**src/rtl/sd2_pkg.sv**
```systemverilog
`timescale 1ns/1ps
package sd2_pkg;
    // Number of cascaded integrators in the loop.
    localparam int LOOP_ORDER = 2;

    typedef enum logic [1:0] {
        ST_OFF = 2'd0,
        ST_ARM = 2'd1,
        ST_RUN = 2'd2
    } sd2_state_e;
endpackage

```
**src/rtl/sd2_ctrl.sv**
```systemverilog
`timescale 1ns/1ps
module sd2_ctrl
    import sd2_pkg::*;
(
    input  logic       clk,
    input  logic       rst_n,
    input  logic       run_en,
    input  logic       tick,
    output logic       clear,
    output logic       load,
    output logic       step,
    output sd2_state_e state
);
    sd2_state_e state_nx;

    // Next-state logic.
    always_comb begin
        state_nx = state;
        unique case (state)
            ST_OFF:  state_nx = ST_ARM;
            ST_ARM:  state_nx = tick ? ST_RUN : ST_ARM;
            ST_RUN:  state_nx = ST_RUN;
            default: state_nx = ST_OFF;
        endcase
        if (!run_en) state_nx = ST_OFF;
    end

    // State register.
    always_ff @(posedge clk or negedge rst_n) begin
        if (!rst_n) state <= ST_OFF;
        else        state <= state_nx;
    end

    // Output decode.
    always_comb begin
        clear = !run_en;
        load  = 1'b0;
        step  = 1'b0;
        unique case (state)
            ST_OFF: ;
            ST_ARM: load = run_en && tick;
            ST_RUN: begin
                load = run_en && tick;
                step = run_en && tick;
            end
            default: ;
        endcase
    end

    p_enter_arm_r8: assert property (@(posedge clk) disable iff (!rst_n)
        (state == ST_OFF && run_en) |=> (state == ST_ARM));
    p_arm_to_run_r8: assert property (@(posedge clk) disable iff (!rst_n)
        (state == ST_ARM && run_en && tick) |=> (state == ST_RUN));
    p_drop_to_off_r5: assert property (@(posedge clk) disable iff (!rst_n)
        !run_en |=> (state == ST_OFF));
endmodule

```
**src/rtl/sd2_integ.sv**
```systemverilog
`timescale 1ns/1ps
module sd2_integ #(
    parameter int ACC_W = 24
) (
    input  logic                    clk,
    input  logic                    rst_n,
    input  logic                    clear,
    input  logic                    en,
    input  logic signed [ACC_W-1:0] inc,
    output logic signed [ACC_W-1:0] acc,
    output logic signed [ACC_W-1:0] acc_nx
);
    assign acc_nx = acc + inc;

    always_ff @(posedge clk or negedge rst_n) begin
        if (!rst_n)     acc <= '0;
        else if (clear) acc <= '0;
        else if (en)    acc <= acc_nx;
    end

    // Operands of equal sign must not produce a result of the other sign.
    p_no_overflow_r7: assert property (@(posedge clk) disable iff (!rst_n)
        (en && !clear) |->
        !((acc[ACC_W-1] == inc[ACC_W-1]) && (acc_nx[ACC_W-1] != acc[ACC_W-1])));
    p_cleared_r5: assert property (@(posedge clk) disable iff (!rst_n)
        clear |=> (acc == '0));
endmodule

```
**src/rtl/sd2_quant.sv**
```systemverilog
`timescale 1ns/1ps
module sd2_quant #(
    parameter int ACC_W  = 24,
    parameter int CODE_W = 17
) (
    input  logic                    clk,
    input  logic                    rst_n,
    input  logic                    clear,
    input  logic                    step,
    input  logic signed [ACC_W-1:0] last_nx,
    output logic                    bit_q,
    output logic signed [ACC_W-1:0] fb
);
    localparam logic [ACC_W-1:0] FULL_U = ACC_W'(1) << CODE_W;

    always_ff @(posedge clk or negedge rst_n) begin
        if (!rst_n)     bit_q <= 1'b0;
        else if (clear) bit_q <= 1'b0;
        else if (step)  bit_q <= (last_nx > 0);
    end

    assign fb = bit_q ? signed'(FULL_U) : '0;

    p_bit_hold_r4: assert property (@(posedge clk) disable iff (!rst_n)
        (!step && !clear) |=> $stable(bit_q));
endmodule

```
**src/rtl/sd2_modulator.sv**
```systemverilog
`timescale 1ns/1ps
module sd2_modulator
    import sd2_pkg::*;
#(
    parameter int CODE_W = 17,
    parameter int ACC_W  = CODE_W + 7
) (
    input  logic              clk,
    input  logic              rst_n,
    input  logic              run_en,
    input  logic              osc_tick,
    input  logic [CODE_W-1:0] code_in,
    output logic              bit_out
);
    localparam int PAD_W = ACC_W - CODE_W;

    logic              clear, load, step;
    sd2_state_e        state;
    logic [CODE_W-1:0] code_q;
    logic signed [ACC_W-1:0] x_s, fb_s;
    logic signed [ACC_W-1:0] inc_s [LOOP_ORDER];
    logic signed [ACC_W-1:0] acc_s [LOOP_ORDER];
    logic signed [ACC_W-1:0] nx_s  [LOOP_ORDER];

    sd2_ctrl u_ctrl (
        .clk    (clk),
        .rst_n  (rst_n),
        .run_en (run_en),
        .tick   (osc_tick),
        .clear  (clear),
        .load   (load),
        .step   (step),
        .state  (state)
    );

    // Code is captured only on tick boundaries.
    always_ff @(posedge clk or negedge rst_n) begin
        if (!rst_n)     code_q <= '0;
        else if (clear) code_q <= '0;
        else if (load)  code_q <= code_in;
    end

    assign x_s = signed'({{PAD_W{1'b0}}, code_q});

    for (genvar g = 0; g < LOOP_ORDER; g++) begin : g_stage
        if (g == 0) begin : g_head
            assign inc_s[g] = x_s - fb_s;
        end else begin : g_tail
            assign inc_s[g] = nx_s[g-1] - fb_s;
        end
        sd2_integ #(.ACC_W(ACC_W)) u_integ (
            .clk    (clk),
            .rst_n  (rst_n),
            .clear  (clear),
            .en     (step),
            .inc    (inc_s[g]),
            .acc    (acc_s[g]),
            .acc_nx (nx_s[g])
        );
    end

    sd2_quant #(.ACC_W(ACC_W), .CODE_W(CODE_W)) u_quant (
        .clk     (clk),
        .rst_n   (rst_n),
        .clear   (clear),
        .step    (step),
        .last_nx (nx_s[LOOP_ORDER-1]),
        .bit_q   (bit_out),
        .fb      (fb_s)
    );

    p_off_quiet_r6: assert property (@(posedge clk) disable iff (!rst_n)
        !run_en |=> !bit_out);
    p_code_hold_r4: assert property (@(posedge clk) disable iff (!rst_n)
        (run_en && !load) |=> $stable(code_q));
    p_reset_off_r9: assert property (@(posedge clk) disable iff (!rst_n)
        (state == ST_OFF) |-> !bit_out);
endmodule

```
**config.mk**
```make
export PLATFORM = sky130hd
export DESIGN_NAME = sd2_modulator
export DESIGN_NICKNAME = d
export VERILOG_FILES = /design/src/rtl/sd2_pkg.sv /design/src/rtl/sd2_ctrl.sv /design/src/rtl/sd2_integ.sv /design/src/rtl/sd2_quant.sv /design/src/rtl/sd2_modulator.sv
export SDC_FILE = /design/constraint.sdc
export NUM_CORES = 1
export LEC_CHECK = 0
export BUFFER_PORTS_ARGS = -buffer_cell sky130_fd_sc_hd__buf_2
export CAP_MARGIN = 20
export CORE_AREA = 2 2 99 101
export CTS_BUF_LIST = sky130_fd_sc_hd__clkbuf_8
export DETAILED_ROUTE_END_ITERATION = 10
export DIE_AREA = 0 0 101 103
export GPL_ROUTABILITY_DRIVEN = 0
export GPL_TIMING_DRIVEN = 0
export PLACE_DENSITY = 0.82
export RECOVER_POWER = 100
export SYNTH_ARGS = -nofsm -noshare
export SYNTH_HDL_FRONTEND = slang
export SYNTH_SLANG_ARGS = --single-unit
```
**constraint.sdc**
```tcl
create_clock -name clk -period 5.6 [get_ports clk]
set_input_delay 1.12 -clock clk [delete_from_list [all_inputs] [get_ports clk]]
set_output_delay 1.12 -clock clk [all_outputs]
set_load 0.01 [all_outputs]
```
; Word-level counts from Yosys, hierarchy flattened
; Index checks and enable logic that the tools add are counted.
[totals]
regBits = 68
out_inout_bits = 1
wordCells = 31
in_bits = 21
[classes]
n_mux = 14
addsub = 4
magnitude_cmp = 1
reduce_logical = 3
eq_ne = 4
[ops]
columns = op, n
row1 = 24-bit 2-to-1 mux, 4
row2 = 24-bit adder, 2
row3 = 17-bit 2-to-1 mux, 2
row4 = "24-bit by 1-bit > comparator with 1-bit output, second input constant", 1
row5 = 18-bit by 24-bit subtractor with 24-bit output, 1
row6 = 24-bit subtractor, 1
row7 = 18-bit 2-to-1 mux, 1
row8 = 2-bit case mux with 3 select lines, 1
row9 = 1-bit 2-to-1 mux, 4
row10 = 2-bit 2-to-1 mux, 2
row11 = "2-bit by 1-bit inequality test with 1-bit output, second input constant", 2
row12 = "2-bit by 1-bit == test with 1-bit output, second input constant", 1
row13 = "2-bit == test, second input constant", 1
row14 = 2-bit zero test, 1
row15 = 2-bit OR reduction, 1
row16 = 1-bit logical AND, 1

; Depth between registers and ports, before layout
; Gate-level depths: netlist of run 1.
[logic_depth]
ltp_word = 8
depth_mapped = 26
depth_no_buf = 26

; Modules after synthesis
; From an unflattened synthesis of run 1, not the netlist that was laid out.
[hier_totals]
cells_unflattened = 1004
hier_area_um2 = 8195.4
[by_module_without_submodules]
columns = mod, cells_per_inst, area_per_inst_um2, n_inst
row1 = sd2_integ, 274, 2336.0, 2
row2 = sd2_modulator, 403, 3047.9, 1
row3 = sd2_quant, 37, 299.0, 1
row4 = sd2_ctrl, 16, 176.4, 1

; Least setup slack after synthesis of run 1
; OpenSTA, ideal clock, no wires.
[synth_path]
kind = register to register
from = reg code_q[2]
to = reg u_quant.bit_q
setup_ps = 130
path_slack_ps = 888
required_ps = 5470
arrival_time_ps = 4582
stages_incl_launch_ff = 27
path_cell_list = dfrtp_1 -> inv_1 -> ha_1 -> inv_1 -> ha_1 -> nor2b_1 -> o211ai_1 -> a21boi_1 -> o2111ai_1 -> a21boi_0 -> o21ai_1 -> nand2b_1 -> a21oi_1 -> xor2_1 -> ha_1 -> inv_1 -> ha_1 -> a21oi_1 -> nor2_1 -> nor2_2 -> o211ai_1 -> a221o_1 -> a41o_1 -> o41ai_4 -> xnor3_1 -> nand2_1 -> a21oi_1
[synth_via]
elab_chain_cells = 7
[synth_lines]
columns = item, line
row1 = start: declaration, sd2_modulator.sv:19  ; logic [CODE_W-1:0] code_q;
row2 = start signal: assignment, sd2_modulator.sv:40  ; else if (load) code_q <= code_in;
row3 = 18-bit by 24-bit subtractor with 24-bit output, sd2_modulator.sv:47  ; assign inc_s[g] = x_s - fb_s;
row4 = 24-bit adder, sd2_integ.sv:13  ; assign acc_nx = acc + inc;
row5 = 24-bit subtractor, sd2_modulator.sv:49  ; assign inc_s[g] = nx_s[g-1] - fb_s;
row6 = 24-bit adder, sd2_integ.sv:13
row7 = 24-bit by 1-bit > comparator with 1-bit output, sd2_quant.sv:19  ; else if (step) bit_q <= (last_nx > 0);
row8 = 1-bit 2-to-1 mux, sd2_quant.sv:19
row9 = 1-bit 2-to-1 mux, sd2_quant.sv:18  ; else if (clear) bit_q <= 1'b0;
row10 = end signal: assignment, sd2_quant.sv:19
row11 = end: declaration, sd2_quant.sv:11  ; output logic bit_q,
; Every way passes these cells. The select of a mux whose other input is x is not followed.
; A chain may end at the register's enable or synchronous reset.

; Final worst setup path of run 1
; Ends and elaborated chain as after synthesis.

==> results.json, run 1 <==
{
  "status": "finished with violations",
  "failed_checks": "max-capacitance violations, max-slew violations",
  "path_clk_slew_ns": 0.08,
  "finalHoldViolations": 0,
  "dp_hpwl_um": 10300,
  "startpoint_type": "register",
  "arrival_ns": 5.55,
  "cts_hold_buffers": 0,
  "async_reset_ff_share_pct": 100,
  "synth_edf_count": 0,
  "layout.nets": 888,
  "ios": 22,
  "grt_max_degree": 69,
  "drt-vias-per-instance": 5.65,
  "yosysTopAreaCell": "dfrtp_1",
  "cp_max_fo": 7,
  "yosysMostFrequentCell": "inv_1",
  "die_area_mm2": 0.0104,
  "syn_inst": 746,
  "yosysWarningCount": 0,
  "ys_top_cells_by_count": "141 x inv_1, 88 x ha_1, 80 x nand2_1",
  "synth_area_leaders": "dfrtp_1 29%, ha_1 19%, inv_1 8.9%, o21ai_0 5.5%, nand2_1 5.1%",
  "die_y_um": 103,
  "cts_tree": "yes",
  "netlist_area_mm2": 0.00593,
  "fin_crit_ns": 5.32,
  "yosys_register_bits": 68,
  "start_util_pct": 62.7,
  "endpoint_kind": "register",
  "drv_cap": 1,
  "synth_area_per_cell_um2": 7.95,
  "die_w_um": 101,
  "yosysSeqAreaShare_pct": 28.7,
  "dr.pass1.iters": 5,
  "cts_inserted_buffers": 9,
  "routed_wl_um": 13500,
  "syn_to_final_growth_pct": 8.70,
  "wl_per_cell_um": 15.1,
  "htree_num_levels": 3,
  "grtUsageTotal_pct": 27.2,
  "finalCritPeriodShare_pct": 95.0,
  "core_mm2": 0.00946,
  "grt_pass1_wl_um": 22200,
  "n_antenna_cell": 0,
  "slew_violations": 69,
  "path_class": "reg -> reg",
  "vias": 5065,
  "layout-drive-gt1-share_pct": 6.14,
  "worstMarginPinSlew_ns": 3.58,
  "finish.utilization_pct": 68.1,
  "worstHoldPathType": "reg -> reg",
  "clock-sinks": 68,
  "grt_pass1_vias": 4784,
  "ys.flop_type": "dfrtp_1",
  "fillers": 751,
  "fp-row-count": 36,
  "ant_nets": 0,
  "clock_latency_ns": 0.35,
  "antenna_found_initial": 0,
  "drcViolationCount": 0,
  "finalSetupViolCount": 0,
  "first_iter_violations": 318,
  "grt_overflow": 0,
  "slew_headroom_pct": -139,
  "cp.required_ns": 5.83,
  "fin_skew_ns": 0.00777,
  "fmax_ghz": 0.188,
  "cts-root-buf": "clkbuf_8",
  "syn-num-nets": 856,
  "portBuffers": 20,
  "netlist-cell-type-count": 60,
  "synth_top_area_share_pct": 28.7,
  "clock_path_buffers": 2
}
path summary, 6_finish.rpt:
| check | slack (ns) | to | from | depth (start not counted) |
|---|---|---|---|---|
| min in group asynchronous | 1.99 | code_q[1]$_DFFE_PN0P_ | rst_n | 1 |
| min reg2reg | 0.51 | g_stage[0].u_integ.acc[7]$_DFFE_PN0P_ | g_stage[0].u_integ.acc[7]$_DFFE_PN0P_ | 2 |
| max | 0.28 | u_quant.bit_q$_DFFE_PN0P_ | code_q[2]$_DFFE_PN0P_ | 26 |
| max reg2reg | 0.28 | u_quant.bit_q$_DFFE_PN0P_ | code_q[2]$_DFFE_PN0P_ | 26 |
| max in group asynchronous | 1.61 | g_stage[1].u_integ.acc[14]$_DFFE_PN0P_ | rst_n | 1 |
| min | 0.51 | g_stage[0].u_integ.acc[7]$_DFFE_PN0P_ | g_stage[0].u_integ.acc[7]$_DFFE_PN0P_ | 2 |
cells in the final DEF, fill, tap and decap left out, types with 3 or more instances in the layout:
| master | Yosys | layout |
|---|---|---|
| bufinv_16 | 0 | 4 |
| clkbuf_8 | 0 | 11 |
| nand4_1 | 8 | 8 |
| nand3_1 | 56 | 56 |
| and3_1 | 7 | 7 |
| a21oi_1 | 37 | 37 |
| o21a_1 | 3 | 3 |
| nor2b_1 | 5 | 5 |
| nand2_1 | 80 | 80 |
| nor3_1 | 7 | 7 |
| buf_2 | 1 | 19 |
| xor2_1 | 23 | 23 |
| or3_1 | 3 | 3 |
| o21ai_0 | 65 | 73 |
| a21o_1 | 13 | 13 |
| nand2b_1 | 6 | 6 |
| o211ai_1 | 8 | 8 |
| ha_1 | 88 | 88 |
| o21ai_1 | 13 | 5 |
| clkbuf_1 | 20 | 24 |
| a211oi_1 | 3 | 4 |
| nor2_1 | 20 | 20 |
| inv_1 | 141 | 141 |
| xnor2_1 | 17 | 17 |
| dfrtp_1 | 68 | 68 |
cell families (layout without fill, tap and decap cells):
group                      after synthesis  in the layout  share of synthesized area (%)
and+or+nand+nor                        208            208                           16.8
AOI/OAI and AO/OA                      169            169                           17.6
buffers and inverters                  169            205                           11.3
adders and majority gates               89             89                           18.9
DFF                                     68             68                           28.7
xor gates and xnor gates                41             41                           6.29
muxes                                    2              2                          0.338
routing by layer:
metal | global-route usage (%) | up-vias | share of wire [%] | wire, um
li1 | - | 2560 | - | -
met1 | 36.0 | 2365 | 47 | 6320
met2 | 45.2 | 118 | 46 | 6240
met3 | 4.81 | 22 | 4.7 | 629
met4 | 9.88 | 0 | 2.3 | 305
met5 | 0 | - | 0 | 0
cell type report:
type | instances | area, um^2 | share of cell area, %
Buffer | 28 | 130 | 2.02
Clock buffer | 11 | 151 | 2.35
Clock inverter | 4 | 120 | 1.86
Inverter | 141 | 529 | 8.21
Multi-Input combinational cell | 509 | 3560 | 55.3
Sequential cell | 68 | 1700 | 26.4
Tap cell | 114 | 143 | 2.21
Timing Repair Buffer | 21 | 105 | 1.63
through the flow:
step                setup TNS (ns)  worst slack [ns]  hold WS [ns]  instances  cell area, um^2
floorplan                        0             0.888         0.466        746             5930
global placement                 0             0.241         0.483        880             6170
detailed placement               0             0.248         0.493        880             6170
CTS                              0             0.207         0.509        895             6440
global route               -0.0225           -0.0167         0.525        896             6440
finish                           0             0.281         0.506        896             6440
flip-flops by register name (all words and copies together) (netlist names):
name,count
u_quant.bit_q,1
code_q,17
g_stage.u_integ.acc,48
u_ctrl.state,2
worst max-delay path: stages, from the launching register on:
cell,delay (ns)
dfrtp_1,0.36
inv_1,0.05
ha_1,0.27
inv_1,0.04
ha_1,0.33
nor2b_1,0.16
o211ai_1,0.16
a21boi_1,0.13
o2111ai_2,0.26
a21boi_0,0.16
o21ai_1,0.17
nand2b_1,0.07
a21oi_1,0.20
xor2_1,0.25
ha_1,0.28
inv_1,0.06
ha_1,0.29
a21oi_1,0.19
nor2_1,0.07
nor2_2,0.12
o211ai_1,0.10
a221o_1,0.36
a211o_1,0.34
a311oi_2,0.29
nand4_1,0.14
nor4_1,0.28
a21oi_1,0.07
what timing repair did:
action	in CTS	in global routing
hold endpoints to repair	0	0
resized for setup	0	2
setup endpoints to repair	0	2
buffers inserted	0	1
Power of run 1 is not shown: default switching activity piles up to over one toggle a cycle in this logic, so the estimate is an artifact.
==> run 2, diff against run 1 <==
- CORE_AREA: 2 2 99 101 -> 2 2 101 103
- DIE_AREA: 0 0 101 103 -> 0 0 103 105
- PLACE_DENSITY: 0.82 -> unset
- PLACE_DENSITY_LB_ADDON: unset -> 0.12
==> run 2 against run 1 <==
The flow still finishes with violations (max-capacitance violations, max-slew violations); wire length shrank 2.7%; fmax grew 1.6%; clock skew grew 0.0042 ns; critical endpoint unchanged; highest routed layer unchanged.
==> results.json, run 2 (synthesis results as in run 1) <==
{
  "status": "finished with violations",
  "failed_checks": "max-capacitance violations, max-slew violations",
  "dr.pass1.iters": 5,
  "die_y_um": 105,
  "largest_reg_flops": 48,
  "path_clk_slew_ns": 0.09,
  "grt_max_degree": 69,
  "grt_overflow": 0,
  "dpl_worst_slack_ns": 0.217,
  "core_mm2": 0.00964,
  "fmax_ghz": 0.191,
  "final_common_cell": "inv_1",
  "final_cell_mix": "141 x inv_1, 88 x ha_1, 80 x nand2_1",
  "finalCritPeriodShare_pct": 93.5,
  "clock_path_buffers": 2,
  "worstHoldPathType": "reg -> reg",
  "n_antenna_cell": 0,
  "routed_wl_um": 13100,
  "die_area_mm2": 0.0108,
  "layout.nets": 889,
  "cts_inserted_buffers": 9,
  "arrival_ns": 5.46,
  "htree_num_levels": 3,
  "drcViolationCount": 0,
  "start_util_pct": 61.5,
  "endpoint_kind": "register",
  "top_register": "g_stage.u_integ.acc",
  "cts_tree": "yes",
  "r2r_cells": 24,
  "cts-root-buf": "clkbuf_8",
  "worstMarginPinSlew_ns": 3.59,
  "fin_ws_ns": 0.365,
  "fin_skew_ns": 0.0120,
  "vias": 5008,
  "first_iter_violations": 253,
  "fin_crit_ns": 5.23,
  "clock_latency_ns": 0.35,
  "startpoint_type": "register",
  "portBuffers": 20,
  "rsz0062_at_grt": "false",
  "cp.required_ns": 5.83,
  "fp-row-count": 36,
  "syn_to_final_growth_pct": 8.40,
  "antenna_found_initial": 0,
  "slew_violations": 69,
  "die_w_um": 103,
  "slew_headroom_pct": -139,
  "min_path_cells": 2,
  "cp_max_fo": 6,
  "clock-sinks": 68,
  "drt-vias-per-instance": 5.46,
  "grt_pass1_vias": 4891,
  "dp_hpwl_um": 10400,
  "whs_ns": 0.505,
  "finalSetupViolCount": 0,
  "wl_per_cell_um": 14.3,
  "layout-drive-gt1-share_pct": 6.38,
  "finalHoldViolations": 0,
  "tns_ns": 0,
  "grt_pass1_wl_um": 22400,
  "ios": 22,
  "ant_nets": 0,
  "drv_cap": 1,
  "grtUsageTotal_pct": 26.0,
  "path_class": "reg -> reg",
  "largestRegisters": "g_stage.u_integ.acc (48), code_q (17), u_ctrl.state (2)"
}
run 2: final timing paths:
path	from	slack, ns	to
max in group asynchronous	rst_n	1.60	g_stage[1].u_integ.acc[14]$_DFFE_PN0P_
hold / removal	g_stage[0].u_integ.acc[14]$_DFFE_PN0P_	0.51	g_stage[0].u_integ.acc[14]$_DFFE_PN0P_
setup / recovery	g_stage[0].u_integ.acc[2]$_DFFE_PN0P_	0.37	u_quant.bit_q$_DFFE_PN0P_
min in group asynchronous	rst_n	2.00	code_q[1]$_DFFE_PN0P_
setup reg to reg	g_stage[0].u_integ.acc[2]$_DFFE_PN0P_	0.37	u_quant.bit_q$_DFFE_PN0P_
hold reg to reg	g_stage[0].u_integ.acc[14]$_DFFE_PN0P_	0.51	g_stage[0].u_integ.acc[14]$_DFFE_PN0P_
run 2: metal layers:
layer	global-route usage, %	routed length [um]
met1	36.6	6350
met2	41.7	6030
met3	4.08	496
met4	6.30	248
met5	0	0
run 2: layout make-up:
type | count | area [um^2]
plain buffers | 28 | 130
clock buffers | 9 | 124
clock inverters | 7 | 98.8
fillers | 854 | 3210
inverters | 141 | 529
multi-input cells | 509 | 3570
flip-flops and latches | 68 | 1700
well taps | 133 | 166
repair buffers | 22 | 109
run 2: worst max-delay path, stage by stage (launching register included):
cell      delay [ns]
dfrtp_1         0.37
inv_1           0.05
ha_1            0.26
inv_1           0.04
ha_1            0.33
nor2b_1         0.16
o211ai_1        0.16
a21boi_1        0.13
o21ai_0         0.27
nand2_1         0.09
a21oi_1         0.18
xor2_1          0.29
ha_1            0.30
inv_1           0.06
ha_1            0.30
a21oi_1         0.19
nor2_1          0.06
a211oi_1        0.32
o211ai_1        0.18
a221o_1         0.36
a211o_1         0.34
a311oi_2        0.29
nand4_1         0.14
nor4_1          0.19
a21oi_1         0.07
run 2: per-stage QoR:
stage / std cells / utilization [%] / instance area [um^2]
after global placement: 899 / 64.3 / 6190
final: 917 / 66.7 / 6430
after global routing: 917 / 66.7 / 6430
after detailed placement: 899 / 64.3 / 6200
after floorplan: 746 / - / 5930
after CTS: 915 / 66.6 / 6420
run 2: timing repair:
| item | 4_1_cts | 5_1_grt |
|---|---|---|
| endpoints found under the hold margin | 0 | 0 |
| endpoints found under the setup margin | 0 | 2 |
| setup buffers | 0 | 2 |
| gates resized for setup | 0 | 4 |
| hold buffers | 0 | 0 |
Power of run 2 is left out for the same reason.
